File: src/rtl/bist_pkg.sv
package bist_pkg;
   typedef enum logic [2:0] {
      ST_IDLE  = 3'd0,
      ST_INIT  = 3'd1,
      ST_RUN   = 3'd2,
      ST_SHIFT = 3'd3,
      ST_DONE  = 3'd4
   } bist_state_e;

   typedef enum logic [1:0] {
      SR_HOLD    = 2'b00,
      SR_COMPACT = 2'b01,
      SR_SHIFT   = 2'b10
   } sr_mode_e;
endpackage

File: src/rtl/bist_patgen.sv
module bist_patgen #(
   parameter int unsigned W    = 16,
   parameter logic [W-1:0] TAPS = 16'hB400
) (
   input  logic         clk,
   input  logic         rst,
   input  logic         clr,
   input  logic         step,
   output logic [W-1:0] pat
);
   logic [W-1:0] q;
   logic         fb;

   assign fb  = ~(^(q & TAPS));
   assign pat = q;

   always_ff @(posedge clk) begin
      if (rst || clr) q <= '0;
      else if (step)  q <= {q[W-2:0], fb};
   end

   // cleared generator starts at zero
   a_r2_clear_zero: assert property (@(posedge clk) disable iff (rst)
      clr |=> (q == '0));
   // XNOR sequence from zero never reaches the lock-up state
   a_r2_no_lockup: assert property (@(posedge clk) disable iff (rst)
      q != '1);
   // generator holds when not stepped
   a_r2_hold: assert property (@(posedge clk) disable iff (rst)
      (!clr && !step) |=> $stable(q));
endmodule

File: src/rtl/bist_cut.sv
module bist_cut #(
   parameter int unsigned W       = 16,
   parameter int unsigned CUT_SEL = 0
) (
   input  logic [W-1:0] x,
   output logic [W-1:0] y
);
   localparam int unsigned H = W / 2;

   generate
      if (CUT_SEL == 0) begin : g_swap_add
         assign y = x + {x[H-1:0], x[W-1:H]};
      end else begin : g_xor_rot
         assign y = x ^ {x[W-2:0], x[W-1]};
      end
   endgenerate
endmodule

File: src/rtl/bist_misr.sv
module bist_misr
   import bist_pkg::*;
#(
   parameter int unsigned W    = 16,
   parameter logic [W-1:0] TAPS = 16'hB400
) (
   input  logic         clk,
   input  logic         rst,
   input  logic         clr,
   input  sr_mode_e     mode,
   input  logic [W-1:0] din,
   output logic [W-1:0] sig
);
   logic [W-1:0] s;
   logic         fb;

   assign fb  = ^(s & TAPS);
   assign sig = s;

   always_ff @(posedge clk) begin
      if (rst || clr) s <= '0;
      else begin
         unique case (mode)
            SR_COMPACT: s <= {s[W-2:0], fb} ^ din;
            SR_SHIFT:   s <= {s[W-2:0], 1'b0};
            default:    s <= s;
         endcase
      end
   end

   // hold mode keeps the signature
   a_r4_hold: assert property (@(posedge clk) disable iff (rst)
      (!clr && mode == SR_HOLD) |=> $stable(s));
   // shift mode moves bits toward the serial end and fills with zero
   a_r6_shift_move: assert property (@(posedge clk) disable iff (rst)
      (!clr && mode == SR_SHIFT) |=> (s[W-1:1] == $past(s[W-2:0]) && !s[0]));
   // cleared signature is zero
   a_r4_clear: assert property (@(posedge clk) disable iff (rst)
      clr |=> (s == '0));
endmodule

File: src/rtl/bist_seq.sv
module bist_seq
   import bist_pkg::*;
#(
   parameter int unsigned W     = 16,
   parameter int unsigned CNT_W = 17
) (
   input  logic             clk,
   input  logic             rst,
   input  logic             start,
   input  logic [CNT_W-1:0] vec_cnt,
   input  logic [W-1:0]     exp_sig,
   input  logic             sig_msb,
   output logic             pg_clr,
   output logic             pg_step,
   output logic             sr_clr,
   output sr_mode_e         sr_mode,
   output logic             ser_vld,
   output logic             done,
   output logic             pass
);
   localparam int unsigned BC_W = $clog2(W);
   localparam logic [BC_W-1:0] LAST_BIT = BC_W'(W - 1);

   bist_state_e      st_q;
   logic [CNT_W-1:0] n_q;
   logic [CNT_W-1:0] run_q;
   logic [BC_W-1:0]  bit_q;
   logic [BC_W-1:0]  idx;
   logic             mis_q, done_q, pass_q, bit_bad;

   assign idx     = LAST_BIT - bit_q;
   assign bit_bad = sig_msb ^ exp_sig[idx];

   always_ff @(posedge clk) begin
      if (rst) begin
         st_q   <= ST_IDLE;
         n_q    <= '0;
         run_q  <= '0;
         bit_q  <= '0;
         mis_q  <= 1'b0;
         done_q <= 1'b0;
         pass_q <= 1'b0;
      end else begin
         unique case (st_q)
            ST_IDLE, ST_DONE: begin
               if (start) begin
                  st_q   <= ST_INIT;
                  n_q    <= vec_cnt;
                  mis_q  <= 1'b0;
                  done_q <= 1'b0;
                  pass_q <= 1'b0;
               end
            end
            ST_INIT: begin
               run_q <= '0;
               bit_q <= '0;
               st_q  <= (n_q == '0) ? ST_SHIFT : ST_RUN;
            end
            ST_RUN: begin
               if (run_q == n_q - 1'b1) st_q <= ST_SHIFT;
               else                     run_q <= run_q + 1'b1;
            end
            ST_SHIFT: begin
               mis_q <= mis_q | bit_bad;
               bit_q <= bit_q + 1'b1;
               if (bit_q == LAST_BIT) begin
                  st_q   <= ST_DONE;
                  done_q <= 1'b1;
                  pass_q <= ~(mis_q | bit_bad);
               end
            end
            default: st_q <= ST_IDLE;
         endcase
      end
   end

   always_comb begin
      pg_clr  = (st_q == ST_INIT);
      sr_clr  = (st_q == ST_INIT);
      pg_step = (st_q == ST_RUN);
      ser_vld = (st_q == ST_SHIFT);
      if (st_q == ST_RUN)        sr_mode = SR_COMPACT;
      else if (st_q == ST_SHIFT) sr_mode = SR_SHIFT;
      else                       sr_mode = SR_HOLD;
   end

   assign done = done_q;
   assign pass = pass_q;

   // pass only valid alongside done
   a_r9_pass_needs_done: assert property (@(posedge clk) disable iff (rst)
      pass_q |-> done_q);
   // done persists until a new start
   a_r7_done_sticky: assert property (@(posedge clk) disable iff (rst)
      (done_q && !start) |=> done_q);
   // start during a run does not restart the test
   a_r10_busy_ignore: assert property (@(posedge clk) disable iff (rst)
      (st_q == ST_RUN && start && run_q != n_q - 1'b1) |=> (st_q == ST_RUN));
   // empty run goes straight to unload
   a_r5_zero_skip: assert property (@(posedge clk) disable iff (rst)
      (st_q == ST_INIT && n_q == '0) |=> (st_q == ST_SHIFT && bit_q == '0));
   // accepted start clears done and pass
   a_r9_start_clears: assert property (@(posedge clk) disable iff (rst)
      ((st_q == ST_IDLE || st_q == ST_DONE) && start) |=> (!done_q && !pass_q));
endmodule

File: src/rtl/lfsr_misr_bist.sv
module lfsr_misr_bist
   import bist_pkg::*;
#(
   parameter int unsigned W       = 16,
   parameter int unsigned CNT_W   = 17,
   parameter logic [W-1:0] TAPS    = 16'hB400,
   parameter int unsigned CUT_SEL = 0
) (
   input  logic             clk,
   input  logic             rst,
   input  logic             start,
   input  logic [CNT_W-1:0] vec_cnt,
   input  logic [W-1:0]     exp_sig,
   output logic             sig_out,
   output logic             ser_vld,
   output logic             done,
   output logic             pass
);
   generate
      if (W < 4 || (W % 2) != 0) begin : g_bad_width
         $error("W must be even and at least 4");
      end
      if (!TAPS[W-1]) begin : g_bad_taps
         $error("TAPS must include the top bit");
      end
      if (CNT_W < 1) begin : g_bad_cnt
         $error("CNT_W must be at least 1");
      end
   endgenerate

   logic [W-1:0] pat, resp, sig;
   logic         pg_clr, pg_step, sr_clr;
   sr_mode_e     sr_mode;

   bist_seq #(.W(W), .CNT_W(CNT_W)) u_seq (
      .clk(clk), .rst(rst), .start(start), .vec_cnt(vec_cnt),
      .exp_sig(exp_sig), .sig_msb(sig[W-1]),
      .pg_clr(pg_clr), .pg_step(pg_step), .sr_clr(sr_clr),
      .sr_mode(sr_mode), .ser_vld(ser_vld), .done(done), .pass(pass)
   );

   bist_patgen #(.W(W), .TAPS(TAPS)) u_pat (
      .clk(clk), .rst(rst), .clr(pg_clr), .step(pg_step), .pat(pat)
   );

   bist_cut #(.W(W), .CUT_SEL(CUT_SEL)) u_cut (
      .x(pat), .y(resp)
   );

   bist_misr #(.W(W), .TAPS(TAPS)) u_misr (
      .clk(clk), .rst(rst), .clr(sr_clr), .mode(sr_mode),
      .din(resp), .sig(sig)
   );

   assign sig_out = ser_vld & sig[W-1];

   // serial bit is quiet outside the unload window
   a_r6_quiet: assert property (@(posedge clk) disable iff (rst)
      !ser_vld |-> !sig_out);
   // unload and done never overlap
   a_r6_vld_not_done: assert property (@(posedge clk) disable iff (rst)
      ser_vld |-> !done);
endmodule

File: config.mk
export PLATFORM = sky130hd
export DESIGN_NAME = lfsr_misr_bist
export DESIGN_NICKNAME = d
export VERILOG_FILES = /design/src/rtl/bist_pkg.sv /design/src/rtl/bist_patgen.sv /design/src/rtl/bist_cut.sv /design/src/rtl/bist_misr.sv /design/src/rtl/bist_seq.sv /design/src/rtl/lfsr_misr_bist.sv
export SDC_FILE = /design/constraint.sdc
export NUM_CORES = 1
export LEC_CHECK = 0
export ABC_AREA = 1
export BUFFER_PORTS_ARGS = -buffer_cell sky130_fd_sc_hd__buf_2
export CORE_ASPECT_RATIO = 0.8
export CORE_MARGIN = 3
export CORE_UTILIZATION = 30
export CTS_CLUSTER_DIAMETER = 80
export DETAILED_ROUTE_END_ITERATION = 10
export GPL_ROUTABILITY_DRIVEN = 0
export PLACE_DENSITY = 0.56
export SLEW_MARGIN = 20
export SYNTH_ARGS = -nofsm -noshare
export SYNTH_HDL_FRONTEND = slang
export SYNTH_HIERARCHICAL = 1
export SYNTH_SLANG_ARGS = --single-unit
File: constraint.sdc
create_clock -name clk -period 1.99 [get_ports clk]
set_input_delay 0.199 -clock clk [delete_from_list [all_inputs] [get_ports clk]]
set_output_delay 0.199 -clock clk [all_outputs]
set_load 0.02 [all_outputs]
Word level (Yosys, flattened, before mapping)
Index checks and enable logic that the tools add are counted.

Bits of input ports: 36. Flip-flop bits (word level): 76. Bits in read-only memories: 0. Memories kept: 0. Latch bits: 0. Bits in writable memories: 0.

Shift-type cells: 0. Multipliers: 0. Bitwise logic cells: 6. Add/subtract/negate cells: 5. Div/mod/pow operators: 0. Mux-type cells: 19. Equal/unequal tests: 12. Reduce and logical (&&, ||, !) cells: 15. Magnitude comparators: 1.

Operators by type and width (count): $pmux 17 s2 (1); $pmux 16 s2 (1); $reduce_xor 16->1 (2); $add 17x1->17 const B (1); $eq 17x17->1 (1); $logic_not 17->1 (1); $mux 17 (1); $sub 17x1->17 const B (1); $add 16x16->16 (1); $xor 16x16->16 (1); $pmux 3 s4 (1); $mux 3 (3); $pmux 4 s2 (1); $reduce_bool 2->1 (4); $eq 3x2->1 const B (2); $pmux 1 s2 (3); $reduce_and 2->1 (3); $reduce_and 3->1 (2); $lt 4x5->1 const B (1); $mux 1 (5); $add 4x1->4 const B (1); $bmux 1 s4 (1); $eq 4x4->1 const B (1); $mux 2 (2); other kinds (14) (17).

Longest topological paths before layout
Word-level depth: 8. Depth in mapped cells: 17. Gate-level depth less buffers: 17.

Hierarchy
The synthesis kept the hierarchy.

Modules (own cells, without submodules): bist_seq (area an instance 2974.1 um^2, instances 1, cells an instance 482); bist_misr (area an instance 839.6 um^2, instances 1, cells an instance 108); bist_cut (area an instance 716.9 um^2, instances 1, cells an instance 153); bist_patgen (area an instance 654.4 um^2, instances 1, cells an instance 84); lfsr_misr_bist (area an instance 7.5 um^2, instances 1, cells an instance 2).

Worst setup path after synthesis
Ideal clock, no wire load.

Path kind: register to register. From: register u_seq.n_q[0]. To: register u_seq.run_q[14]. Stages on the path, launching flop included: 14. Clock period less this slack: 1.984 ns. Data arrival time: 1.852 ns. Path buffers: 1. Library setup time: 0.132 ns. Setup slack: 0.006 ns. Path through: dfxtp_1 -> inv_2 -> ha_1 -> nand2_2 -> nor2_4 -> xor2_1 -> nand2_1 -> nor2_1 -> nand3_1 -> o21ai_1 -> nand2_1 -> buf_2 -> nand2_1 -> a21oi_1.

Word-level cells in the longest chain between the ends: 4.

Ends and longest elaborated chain: start: declaration (RTL line bist_seq.sv:25) `logic [CNT_W-1:0] n_q;`; start signal: assignment (RTL line bist_seq.sv:48) `n_q <= vec_cnt;`; $sub 17x1->17 (RTL line bist_seq.sv:60) `if (run_q == n_q - 1'b1) st_q <= ST_SHIFT;`; $eq 17x17->1 (RTL line bist_seq.sv:60); $ne 2x2->1 (no source line); $reduce_and 2->1 (no source line); end signal: assignment (RTL line bist_seq.sv:61) `else run_q <= run_q + 1'b1;`; end: declaration (RTL line bist_seq.sv:26) `logic [CNT_W-1:0] run_q;`.

Every way passes these cells. A chain may end at the register's enable or synchronous reset.

Final worst setup path
From: register u_seq.n_q[4]. To: register u_seq.run_q[11].

Same word-level chain as after synthesis.

==> results.toml <==
[cts]
cts.clk_slew.worst_paths_ns = 0.08
numCtsBuffers = 9
cts_tree = "done"
cts.hold.buffers_added = 0
cts-htree-levels = 3
worstSkewPairLatency_ns = 0.36
cts_num_sinks = 76
ctsRootBufferMaster = "clkbuf_16"
cts_buffer_depth = 2

[sta]
holdWs_ns = 0.08965
setup_repair_after_global_routing_missed_its_margin = "true"
final.setup_skew_ns = 0.01337
setup-violations-final = 19
drv_slew = 0
layout_worst_path_cycle_share = 1.086
setup_ws_post_layout_ns = -0.1720
timing.final.hold_violations = 0
final_period_demand_of_the_worst_path_ns = 2.162
actual_transition_at_the_worst_max_transition_pin_ns = 0.7112
worst_slew_margin_rel = 0.5254
max_frequency_mhz = 462.5

[die]
boundaryPins = 40
placementRows = 42
die_area_mm2 = 0.01893
start_util = 0.3097
dieWidth_um = 153.1
fp.coreArea_mm2 = 0.01676
die_y_um = 123.7

[finish]
antenna-diode-count = 0
area.growth.synth_to_final_pct = 23.52
finish.net_count = 950
fillerInstances = 1764
seqCellArea_mm2 = 0.001531
multi_input_area_mm2 = 0.003279
proportion_of_layout_cells_with_a_drive_suffix_above_1 = 0.2020

[routing]
routed_via_density = 4.626
avgRoutedWirePerCell_um = 12.40
dr.pass1.iters = 5
detail_route.iter0.violations = 281
totalWireLength_um = 13970
final_antenna_net_count = 0
via_count = 5209
drc = 0

[critical_path]
critical-path-slowest-cell = "dfxtp_1"
critical_path_required_ns = 2.22
start_kind = "flip-flop"
path_cells = "nor2_4 -> nand2_4 -> nor2_8 -> buf_4 -> xor2_1 -> nand3_1 -> nor2_2 -> nand3_2 -> o21ai_4 -> nand2_4 -> clkbuf_16 -> nand2_1 -> a21oi_1"
crit_fanout = 8
critical-path-top-cell-by-count = "nand2_4"
critical-path-max-stage-delay_ns = 0.38
worst_ep_arrival_ns = 2.39
path_class = "flip-flop to flip-flop"
critPathCaptureType = "flip-flop"

[global_routing]
first_global_vias = 4402
grt_pass1_wl_um = 22260
grt_overflow = 0
number_of_antenna_violations_at_the_first_check_in_global_routing = 0
globalRouteTotalUtil = 0.1446
grt_start_max_net_pins = 33

[synth]
number_of_enable_flip_flop_cells_after_synthesis = 0
syn_area_mm2 = 0.005192
area_share_of_the_largest_cell_type_after_synthesis = 0.2930
synthesis.instances = 829
syn-num-nets = 878
register_area_share_after_synthesis = 0.2930
post_synth_most_frequent_cells = "nand2_1, nor2_1, inv_1, dfxtp_1, nand3_1"
synthDominantAreaCellType = "dfxtp_1"
synth.area.top_cells = "dfxtp_1, nand2_1, nand3_1"
synth_ff_type = "dfxtp_1"
yosysMostFrequentCell = "nand2_1"
syn_area_per_cell_um2 = 6.264
ys.warnings.count = 6
post_synth_num_cell_types = 36
synth.ff_latch_count = 76
async_reset_ff_frac = 0

[outcome]
violations = "negative setup slack"
run_status = "complete, but fails checks"

[power_and_ir_drop]
vdd_ir_drop_max_mv = 0.5245
power.density_mw_per_mm2 = 1239
power.static_leakage_nw = 2.833

[job]
drv.max_cap_violation_count = 0

[placement]
place_ws_ns = -0.1830
detailedPlacementHpwl_um = 10300
buffer_ports.inserted = 39

[hold_path]
worstHoldPathType = "input pin to flip-flop"
registers in the layout, indices dropped and copies added, names as in the netlist:
name	count
u_misr/sig	16
u_seq/done	1
u_seq/mis_q	1
u_pat/pat	16
u_seq/bit_q	4
u_seq/n_q	17
u_seq/run_q	17
u_seq/pass	1
u_seq/st_q	3
through the flow:
step	TNS (ns)	util	instance area, µm²	cells	power, mW
6_report	-2.771	0.3826	6414	1126	7.949
5_1_grt	-4.924	0.3826	6414	1126	8.596
3_3_place_gp	-1.760	0.3480	5834	1103	5.740
3_5_place_dp	-2.946	0.3480	5834	1103	5.745
4_1_cts	-0.08995	0.3701	6205	1119	7.589
2_1_floorplan	0	-	5192	829	4.746
repair_timing:
action	CTS	global route
endpoints found under the setup margin	19	26
buffers inserted	0	4
gates cloned	0	3
resized for setup	22	36
pin swaps	4	13
final cells by class:
type,instances,area share
clock inverter,7,0.01190
tap,220,0.04292
clock buffer,9,0.03512
sequential,76,0.2388
inverter,104,0.06184
timing repair buffer,90,0.09813
multi-input combinational,620,0.5113
power breakdown:
group,leakage (nW),internal [mW],switching (mW)
Combinational,2.06,1.64,2.40
Clock,0.149,0.894,0.790
Sequential,0.621,1.87,0.363
Total,2.83,4.40,3.55
routing by layer:
metal	up-vias	routed length [µm]	GRT usage
li1	2777	-	-
met1	2309	7730	0.2279
met2	112	5298	0.1909
met3	11	701	0.02952
met4	0	235	0.04730
met5	-	0	0
placed cells by master, fill, tap and decap left out, types with 4 or more instances in the layout:
master	count
nand2_2	13
a21oi_1	59
dfxtp_1	70
o21ai_0	47
nand2_1	215
nand2_4	7
inv_2	10
nand3_2	5
nand3_1	70
nand4_1	4
xor2_1	35
nor2_1	85
buf_4	47
nor3_1	8
buf_2	39
a211oi_1	5
o211ai_1	5
inv_1	91
ha_1	8
clkbuf_16	11
nor2_4	10
dfxtp_2	5
nor2_2	12
xnor2_1	6
worst paths after layout:
check / from / endpoint / slack (ns) / cells after the start
setup / recovery: u_seq/n_q[4] / u_seq/run_q[11] / -0.17 / 13
hold / removal: vec_cnt[5] / u_seq/n_q[5] / 0.09 / 3
setup reg to reg: u_seq/n_q[4] / u_seq/run_q[11] / -0.17 / 13
hold reg to reg: u_seq/done / u_seq/done / 0.48 / 2
critical path, delay by kind of cell, from the launching register on:
family | cells | cell delay, ns
and+or+nand+nor | 8 | 0.88
DFF | 1 | 0.38
buffers and inverters | 2 | 0.31
AOI/OAI and AO/OA | 2 | 0.28
xor gates and xnor gates | 1 | 0.17
kinds of logic after synthesis:
kind of cell | count (synthesis) | share of synthesized area
buffers and inverters | 133 | 0.1082
XOR/XNOR | 42 | 0.07084
adder cells (fa/ha/maj) | 13 | 0.03277
AND/OR/NAND/NOR | 439 | 0.3643
flip-flops | 76 | 0.2930
AO/OA/AOI/OAI | 126 | 0.1308
Power figures use the tool's default switching activity.
